<file path="src/rtl/memslv_pkg.sv">
package memslv_pkg;
   typedef enum logic [1:0] {
      TR_IDLE = 2'b00,
      TR_BUSY = 2'b01,
      TR_NSEQ = 2'b10,
      TR_SEQ  = 2'b11
   } trans_e;

   localparam logic [1:0] RSP_OKAY  = 2'b00;
   localparam logic [1:0] RSP_ERROR = 2'b01;
endpackage

</file>
<file path="src/rtl/memslv_capture.sv">
module memslv_capture #(
   parameter int ADDR_W = 32,
   parameter int IDX_W  = 6,
   parameter int OFS    = 2
) (
   input  logic              clk,
   input  logic              rst_n,
   input  logic              sel_i,
   input  logic              rdy_i,
   input  logic [1:0]        trans_i,
   input  logic              write_i,
   input  logic [2:0]        size_i,
   input  logic [ADDR_W-1:0] addr_i,
   output logic              start_ok,
   output logic              dp_valid,
   output logic              dp_write,
   output logic              dp_err,
   output logic [IDX_W-1:0]  dp_idx
);
   logic take, hi_zero, aligned, size_ok, bad;

   if (ADDR_W > OFS + IDX_W) begin : g_hi
      assign hi_zero = (addr_i[ADDR_W-1:OFS+IDX_W] == '0);
   end else begin : g_nohi
      assign hi_zero = 1'b1;
   end

   assign aligned  = (addr_i[OFS-1:0] == '0);
   assign size_ok  = (size_i == 3'(OFS));
   assign bad      = !(hi_zero && aligned && size_ok);
   assign take     = sel_i && rdy_i && trans_i[1];
   assign start_ok = take && !bad;

   always_ff @(posedge clk or negedge rst_n) begin
      if (!rst_n) begin
         dp_valid <= 1'b0;
         dp_write <= 1'b0;
         dp_err   <= 1'b0;
         dp_idx   <= '0;
      end else if (rdy_i) begin
         dp_valid <= take;
         dp_write <= write_i;
         dp_err   <= take && bad;
         dp_idx   <= addr_i[OFS +: IDX_W];
      end
   end
endmodule

</file>
<file path="src/rtl/memslv_wait.sv">
module memslv_wait #(
   parameter int WAIT_STATES = 1
) (
   input  logic clk,
   input  logic rst_n,
   input  logic load,
   output logic done
);
   if (WAIT_STATES == 0) begin : g_nowait
      logic unused_sink;
      assign unused_sink = ^{clk, rst_n, load};
      assign done = 1'b1;
   end else begin : g_count
      localparam logic [1:0] LOADV = 2'(WAIT_STATES);
      logic [1:0] cnt;
      always_ff @(posedge clk or negedge rst_n) begin
         if (!rst_n)          cnt <= '0;
         else if (load)       cnt <= LOADV;
         else if (cnt != '0)  cnt <= cnt - 2'd1;
      end
      assign done = (cnt == '0);
   end
endmodule

</file>
<file path="src/rtl/memslv_store.sv">
module memslv_store #(
   parameter int DATA_W = 32,
   parameter int DEPTH  = 64,
   parameter int IDX_W  = 6
) (
   input  logic              clk,
   input  logic              rst_n,
   input  logic              we,
   input  logic [IDX_W-1:0]  idx,
   input  logic [DATA_W-1:0] wdata,
   output logic [DATA_W-1:0] rdata
);
   logic [DATA_W-1:0] mem [DEPTH];

   always_ff @(posedge clk or negedge rst_n) begin
      if (!rst_n) begin
         for (int i = 0; i < DEPTH; i++) mem[i] <= '0;
      end else if (we) begin
         mem[idx] <= wdata;
      end
   end

   assign rdata = mem[idx];
endmodule

</file>
<file path="src/rtl/memslv_ahb.sv">
module memslv_ahb #(
   parameter int DATA_W      = 32,
   parameter int ADDR_W      = 32,
   parameter int DEPTH       = 64,
   parameter int WAIT_STATES = 1
) (
   input  logic              clk,
   input  logic              rst_n,
   input  logic              sel_i,
   input  logic [ADDR_W-1:0] addr_i,
   input  logic [1:0]        trans_i,
   input  logic              write_i,
   input  logic [2:0]        size_i,
   input  logic [2:0]        burst_i,
   input  logic              lock_i,
   input  logic [DATA_W-1:0] wdata_i,
   input  logic              rdy_i,
   output logic              rdy_o,
   output logic [1:0]        resp_o,
   output logic [DATA_W-1:0] rdata_o
);
   import memslv_pkg::*;

   localparam int BYTES = DATA_W / 8;
   localparam int OFS   = $clog2(BYTES);
   localparam int IDX_W = $clog2(DEPTH);

   if (WAIT_STATES < 0 || WAIT_STATES > 3) begin : g_chk_wait
      $error("WAIT_STATES must lie in 0..3");
   end
   if (DATA_W < 32 || DATA_W > 1024 || (1 << OFS) * 8 != DATA_W) begin : g_chk_data
      $error("DATA_W must be a power of two from 32 to 1024");
   end
   if (DEPTH < 2 || (1 << IDX_W) != DEPTH) begin : g_chk_depth
      $error("DEPTH must be a power of two of at least 2");
   end
   if (ADDR_W < OFS + IDX_W) begin : g_chk_addr
      $error("ADDR_W too narrow for DEPTH words");
   end

   logic              start_ok, dp_valid, dp_write, dp_err, wdone, err_second;
   logic [IDX_W-1:0]  dp_idx;
   logic [DATA_W-1:0] mem_rd;
   logic              mem_we, unused_ctrl;

   assign unused_ctrl = ^{burst_i, lock_i};

   memslv_capture #(.ADDR_W(ADDR_W), .IDX_W(IDX_W), .OFS(OFS)) u_cap (
      .clk(clk), .rst_n(rst_n), .sel_i(sel_i), .rdy_i(rdy_i),
      .trans_i(trans_i), .write_i(write_i), .size_i(size_i), .addr_i(addr_i),
      .start_ok(start_ok), .dp_valid(dp_valid), .dp_write(dp_write),
      .dp_err(dp_err), .dp_idx(dp_idx)
   );

   memslv_wait #(.WAIT_STATES(WAIT_STATES)) u_wait (
      .clk(clk), .rst_n(rst_n), .load(start_ok), .done(wdone)
   );

   always_ff @(posedge clk or negedge rst_n) begin
      if (!rst_n)                  err_second <= 1'b0;
      else if (rdy_i)              err_second <= 1'b0;
      else if (dp_valid && dp_err) err_second <= 1'b1;
   end

   assign mem_we = dp_valid && !dp_err && dp_write && wdone;

   memslv_store #(.DATA_W(DATA_W), .DEPTH(DEPTH), .IDX_W(IDX_W)) u_mem (
      .clk(clk), .rst_n(rst_n), .we(mem_we), .idx(dp_idx),
      .wdata(wdata_i), .rdata(mem_rd)
   );

   always_comb begin
      rdy_o   = 1'b1;
      resp_o  = RSP_OKAY;
      rdata_o = '0;
      if (dp_valid) begin
         if (dp_err) begin
            rdy_o  = err_second;
            resp_o = RSP_ERROR;
         end else begin
            rdy_o = wdone;
            if (!dp_write && wdone) rdata_o = mem_rd;
         end
      end
   end
endmodule

</file>
<file path="config.mk">
export PLATFORM = sky130hd
export DESIGN_NAME = memslv_ahb
export DESIGN_NICKNAME = d
export VERILOG_FILES = /design/src/rtl/memslv_pkg.sv /design/src/rtl/memslv_capture.sv /design/src/rtl/memslv_wait.sv /design/src/rtl/memslv_store.sv /design/src/rtl/memslv_ahb.sv
export SDC_FILE = /design/constraint.sdc
export NUM_CORES = 2
export LEC_CHECK = 0
export BUFFER_PORTS_ARGS = -buffer_cell sky130_fd_sc_hd__buf_2
export CELL_PAD_IN_SITES_DETAIL_PLACEMENT = 1
export CELL_PAD_IN_SITES_GLOBAL_PLACEMENT = 1
export CORE_ASPECT_RATIO = 1.5
export CORE_MARGIN = 10
export CORE_UTILIZATION = 25
export DETAILED_ROUTE_END_ITERATION = 16
export HOLD_SLACK_MARGIN = 0.03
export MAX_ROUTING_LAYER = met4
export PLACE_DENSITY_LB_ADDON = 0.1
export SLEW_MARGIN = 20
export SYNTH_ARGS = -nofsm -noshare
export SYNTH_HDL_FRONTEND = slang
export SYNTH_SLANG_ARGS = --single-unit
export TNS_END_PERCENT = 50
</file>
<file path="constraint.sdc">
create_clock -name clk -period 2.2 [get_ports clk]
set_input_delay 0.22 -clock clk [delete_from_list [all_inputs] [get_ports clk]]
set_output_delay 0.22 -clock clk [all_outputs]
set_load 0.05 [all_outputs]
</file>
==> impl_metrics.prom <==
# TYPE chip_impl_metric gauge
chip_impl_metric{name="detailed_place_hpwl",unit="um"} 267300
chip_impl_metric{name="fillCellCount",unit=""} 37970
chip_impl_metric{name="synth.yosys.warnings",unit=""} 0
chip_impl_metric{name="io_pins",unit=""} 113
chip_impl_metric{name="seq_area_frac_synth",unit="%"} 55.69
chip_impl_metric{name="max_cap_viols",unit=""} 0
chip_impl_info{name="yosys-top-cells-area",value="dfrtp_1 56%, mux2_2 26%, a221oi_1 5.5%"} 1
chip_impl_info{name="hp-class",value="primary input to flop"} 1
chip_impl_metric{name="fmaxAchievable",unit="MHz"} 244.2
chip_impl_metric{name="postLayoutSetupSlackWorst",unit="ns"} -1.894
chip_impl_metric{name="numClockSinks",unit=""} 2060
chip_impl_metric{name="synth_enable_flop_cells",unit=""} 0
chip_impl_metric{name="grt_pass1_wl",unit="um"} 576000
chip_impl_info{name="crit_type",value="flop to output port"} 1
chip_impl_metric{name="postSynthAreaPerCell",unit="um^2"} 13.43
chip_impl_info{name="postSynth.topFlopCell",value="dfrtp_1"} 1
chip_impl_metric{name="layoutNonFillerInstCount",unit=""} 12460
chip_impl_metric{name="minimum_period_implied_by_the_final_worst_setup_slack",unit="ns"} 4.094
chip_impl_metric{name="total_leakage_power",unit="uW"} 0.05249
chip_impl_info{name="timing.critical_path.slowest_stage_cell",value="dfrtp_4"} 1
chip_impl_metric{name="routed_wl",unit="um"} 412700
chip_impl_info{name="cpLargestDelayFamily",value="buffers and inverters"} 1
chip_impl_metric{name="width_of_the_die",unit="um"} 516.8
chip_impl_info{name="grt_setup_unrepaired",value="true"} 1
chip_impl_info{name="failed_checks",value="negative setup slack"} 1
chip_impl_info{name="critical_path.startpoint_type",value="flop"} 1
chip_impl_metric{name="drcViolationCount",unit=""} 0
chip_impl_metric{name="core_region_area",unit="um^2"} 368600
chip_impl_metric{name="chipHeight",unit="um"} 765.2
chip_impl_info{name="cts_root_buffer",value="clkbuf_16"} 1
chip_impl_info{name="cts_tree",value="done"} 1
chip_impl_metric{name="mapped_cells",unit=""} 6894
chip_impl_metric{name="overall_die_area",unit="um^2"} 395500
chip_impl_metric{name="max_slew.worst_pin.slew",unit="ns"} 1.076
chip_impl_metric{name="fin_tns_setup",unit="ns"} -648.28
chip_impl_metric{name="post_synth_instance_area",unit="um^2"} 92570
chip_impl_metric{name="dr.pass1.iters",unit=""} 8
chip_impl_metric{name="yosys_register_bits",unit=""} 2060
chip_impl_metric{name="post-route-period-util",unit="%"} 186.1
chip_impl_metric{name="ant_nets",unit=""} 0
chip_impl_metric{name="h-tree-depth",unit=""} 4
chip_impl_metric{name="antenna_found_initial",unit=""} 18
chip_impl_metric{name="synth.lib_cells_used.distinct",unit=""} 56
chip_impl_metric{name="maximum_number_of_pins_on_one_net_before_global_route_repair",unit=""} 133
chip_impl_metric{name="hold_violations",unit=""} 0
chip_impl_metric{name="ctsLongestPathBuffers",unit=""} 4
chip_impl_metric{name="crit_required",unit="ns"} 1.98
chip_impl_metric{name="maxSlewViolCount",unit=""} 0
chip_impl_metric{name="drt-wirelength-per-cell",unit="um"} 33.13
chip_impl_metric{name="power.density_cell_area",unit="nW/um^2"} 810.5
chip_impl_metric{name="placed_cells",unit=""} 11890
chip_impl_metric{name="setup_viol",unit=""} 2057
chip_impl_metric{name="number_of_global_route_vias_before_repair",unit=""} 70800
chip_impl_metric{name="arrival",unit="ns"} 3.87
chip_impl_metric{name="globalRouteOverflowTotal",unit=""} 0
chip_impl_metric{name="place_congestion",unit=""} 0.7786
chip_impl_metric{name="num_rows",unit=""} 273
chip_impl_metric{name="number_of_vias_per_cell_after_detailed_routing",unit=""} 5.140
chip_impl_metric{name="routed-via-count",unit=""} 64030
chip_impl_info{name="result_of_the_run",value="finished, violations left"} 1
chip_impl_metric{name="netlist.area_leader.share",unit="%"} 55.69
chip_impl_metric{name="worst_setup_hold_path_clk_slew",unit="ns"} 0.06
chip_impl_metric{name="global_route.usage.total",unit="%"} 20.84
chip_impl_metric{name="finalClockSkew",unit="ns"} 0.06218
chip_impl_metric{name="buffer_ports.inserted",unit=""} 106
chip_impl_info{name="worst_setup_path_end_kind",value="output port"} 1
chip_impl_metric{name="path_buf_inv",unit=""} 7
chip_impl_metric{name="share_of_flip_flops_with_an_asynchronous_set_or_reset",unit="%"} 100.0
chip_impl_metric{name="area_overhead_of_the_layout_relative_to_synthesis",unit="%"} 29.84
chip_impl_metric{name="syn-num-nets",unit=""} 6973
chip_impl_metric{name="worst_ir_drop_vdd",unit="mV"} 0.6526
chip_impl_metric{name="start_util",unit="%"} 25.12
chip_impl_metric{name="num-nets-final",unit=""} 7552
chip_impl_metric{name="first_drt_iteration_drcs",unit=""} 3441
chip_impl_metric{name="critical_path.max_fanout",unit=""} 6
chip_impl_info{name="crit_path_cell_trace",value="buf_12 > buf_12 > buf_16 > buf_4 > mux2_2 > a221oi_2 > o22ai_1 > buf_4 > a22oi_2 > nand4_1 > buf_4 > o21a_4 > buf_12"} 1
chip_impl_info{name="synth.largest_area_cell",value="dfrtp_1"} 1
chip_impl_metric{name="cts_made_buffers",unit=""} 227
chip_impl_metric{name="clock_latency",unit="ns"} 0.94
chip_impl_metric{name="crit_path_max_incr_delay",unit="ns"} 0.49
chip_impl_metric{name="timing.slew.headroom",unit="%"} 28.27
chip_impl_metric{name="post_route_cells_drive_above_1_share",unit="%"} 54.18
[repair_timing]
item | CTS | global route
gates cloned | 14 | 10
gates resized for setup | 369 | 355
hold endpoints to repair | 3252 | 0
buffers inserted | 57 | 57
setup endpoints to repair | 2078 | 2075
hold buffers | 50 | 0
pin swaps | 97 | 142
[power by group]
| group | internal [uW] | leakage (uW) | switching (uW) |
|---|---|---|---|
| Combinational | 7150 | 0.0222 | 8720 |
| Sequential | 40800 | 0.0267 | 1710 |
| Clock | 22200 | 0.00362 | 16800 |
| Total | 70100 | 0.0525 | 27300 |
[logic make-up (layout without fill, tap and decap cells)]
logic type	Yosys count	after routing	synth area share, %
multiplexers	2267	2267	28.11
flip-flops	2060	2060	55.69
AO/OA/AOI/OAI	1179	1179	9.871
buffers and inverters	778	1524	3.486
AND/OR/NAND/NOR	607	607	2.813
adder cells (fa/ha/maj)	1	1	0.01351
other	1	7	0.004051
XOR/XNOR	1	1	0.009464
[sequential cells by signal (all words and copies together), names as in the netlist]
signal / flops
u_cap.dp_idx: 6
u_cap.dp_valid: 1
u_cap.dp_write: 1
err_second: 1
u_wait.g_count.cnt: 2
u_cap.dp_err: 1
u_mem.mem: 2048
[cells in the final DEF, fill, tap and decap left out, drive strengths merged, types with 46 or more instances in the layout]
cell type and n:
a22oi 164, o21ai 139, clkbuf 343, a221oi 586
nand2 174, buf 1054, mux2 2172, dfrtp 2060
a21oi 53, o22ai 69, dlygate4sd3 49, mux4 49
mux2i 46, nor2 293
[Yosys cell counts, drive strengths merged, types with 43 or more instances]
cell type,instances
nor2,293
nand2,174
nor3,44
mux2i,46
mux4,49
a21oi,53
buf,321
dfrtp,2060
o22ai,69
a22oi,164
a31oi,43
o21ai,139
clkbuf,451
mux2,2172
a221oi,586
[final timing paths]
| check | endpoint | slack (ns) | from | cells past startpoint |
|---|---|---|---|---|
| max in group asynchronous | u_mem.mem[1018] | 0.63 | rst_n | 6 |
| setup / recovery | rdata_o[22] | -1.89 | u_cap.dp_idx[0] | 13 |
| setup reg to reg | u_mem.mem[1034] | -0.52 | u_cap.dp_idx[4] | 9 |
| min in group asynchronous | u_mem.mem[173] | 0.58 | rst_n | 4 |
| hold reg to reg | u_mem.mem[1644] | 0.50 | u_mem.mem[1644] | 1 |
| hold / removal | u_mem.mem[668] | 0.12 | wdata_i[28] | 2 |
[area by class of cell]
type	instances	area, um^2	area share (%)
antenna	6	15.01	0.01249
clock buffer	332	6599	5.490
clock inverter	64	720.7	0.5996
inverter	6	37.54	0.03123
multi-input combinational	4056	41480	34.52
sequential	2060	51560	42.90
tap	4812	6021	5.010
timing repair buffer	1122	13750	11.44
[layer usage]
metal	up-vias	wire, um	global-route usage [%]
li1	27050	-	-
met1	35310	176300	25.59
met2	1078	210600	36.41
met3	593	10940	1.822
met4	0	14830	6.225
met5	-	0	-
[metrics by stage]
| stage | total power [uW] | hold WS [ns] | setup slack (ns) | cell area [um^2] | utilization [%] |
|---|---|---|---|---|---|
| floorplan | 49720 | -0.07559 | -0.06453 | 93270 | - |
| global placement | 56900 | 0.3945 | -1.379 | 107300 | 29.12 |
| detailed placement | 57240 | 0.3874 | -1.390 | 107300 | 29.12 |
| CTS | 98110 | 0.03354 | -2.028 | 117700 | 31.94 |
| global route | 101600 | 0.1055 | -1.987 | 120200 | 32.61 |
| finish | 97410 | 0.1232 | -1.894 | 120200 | 32.61 |
Power figures use the tool's default switching activity.
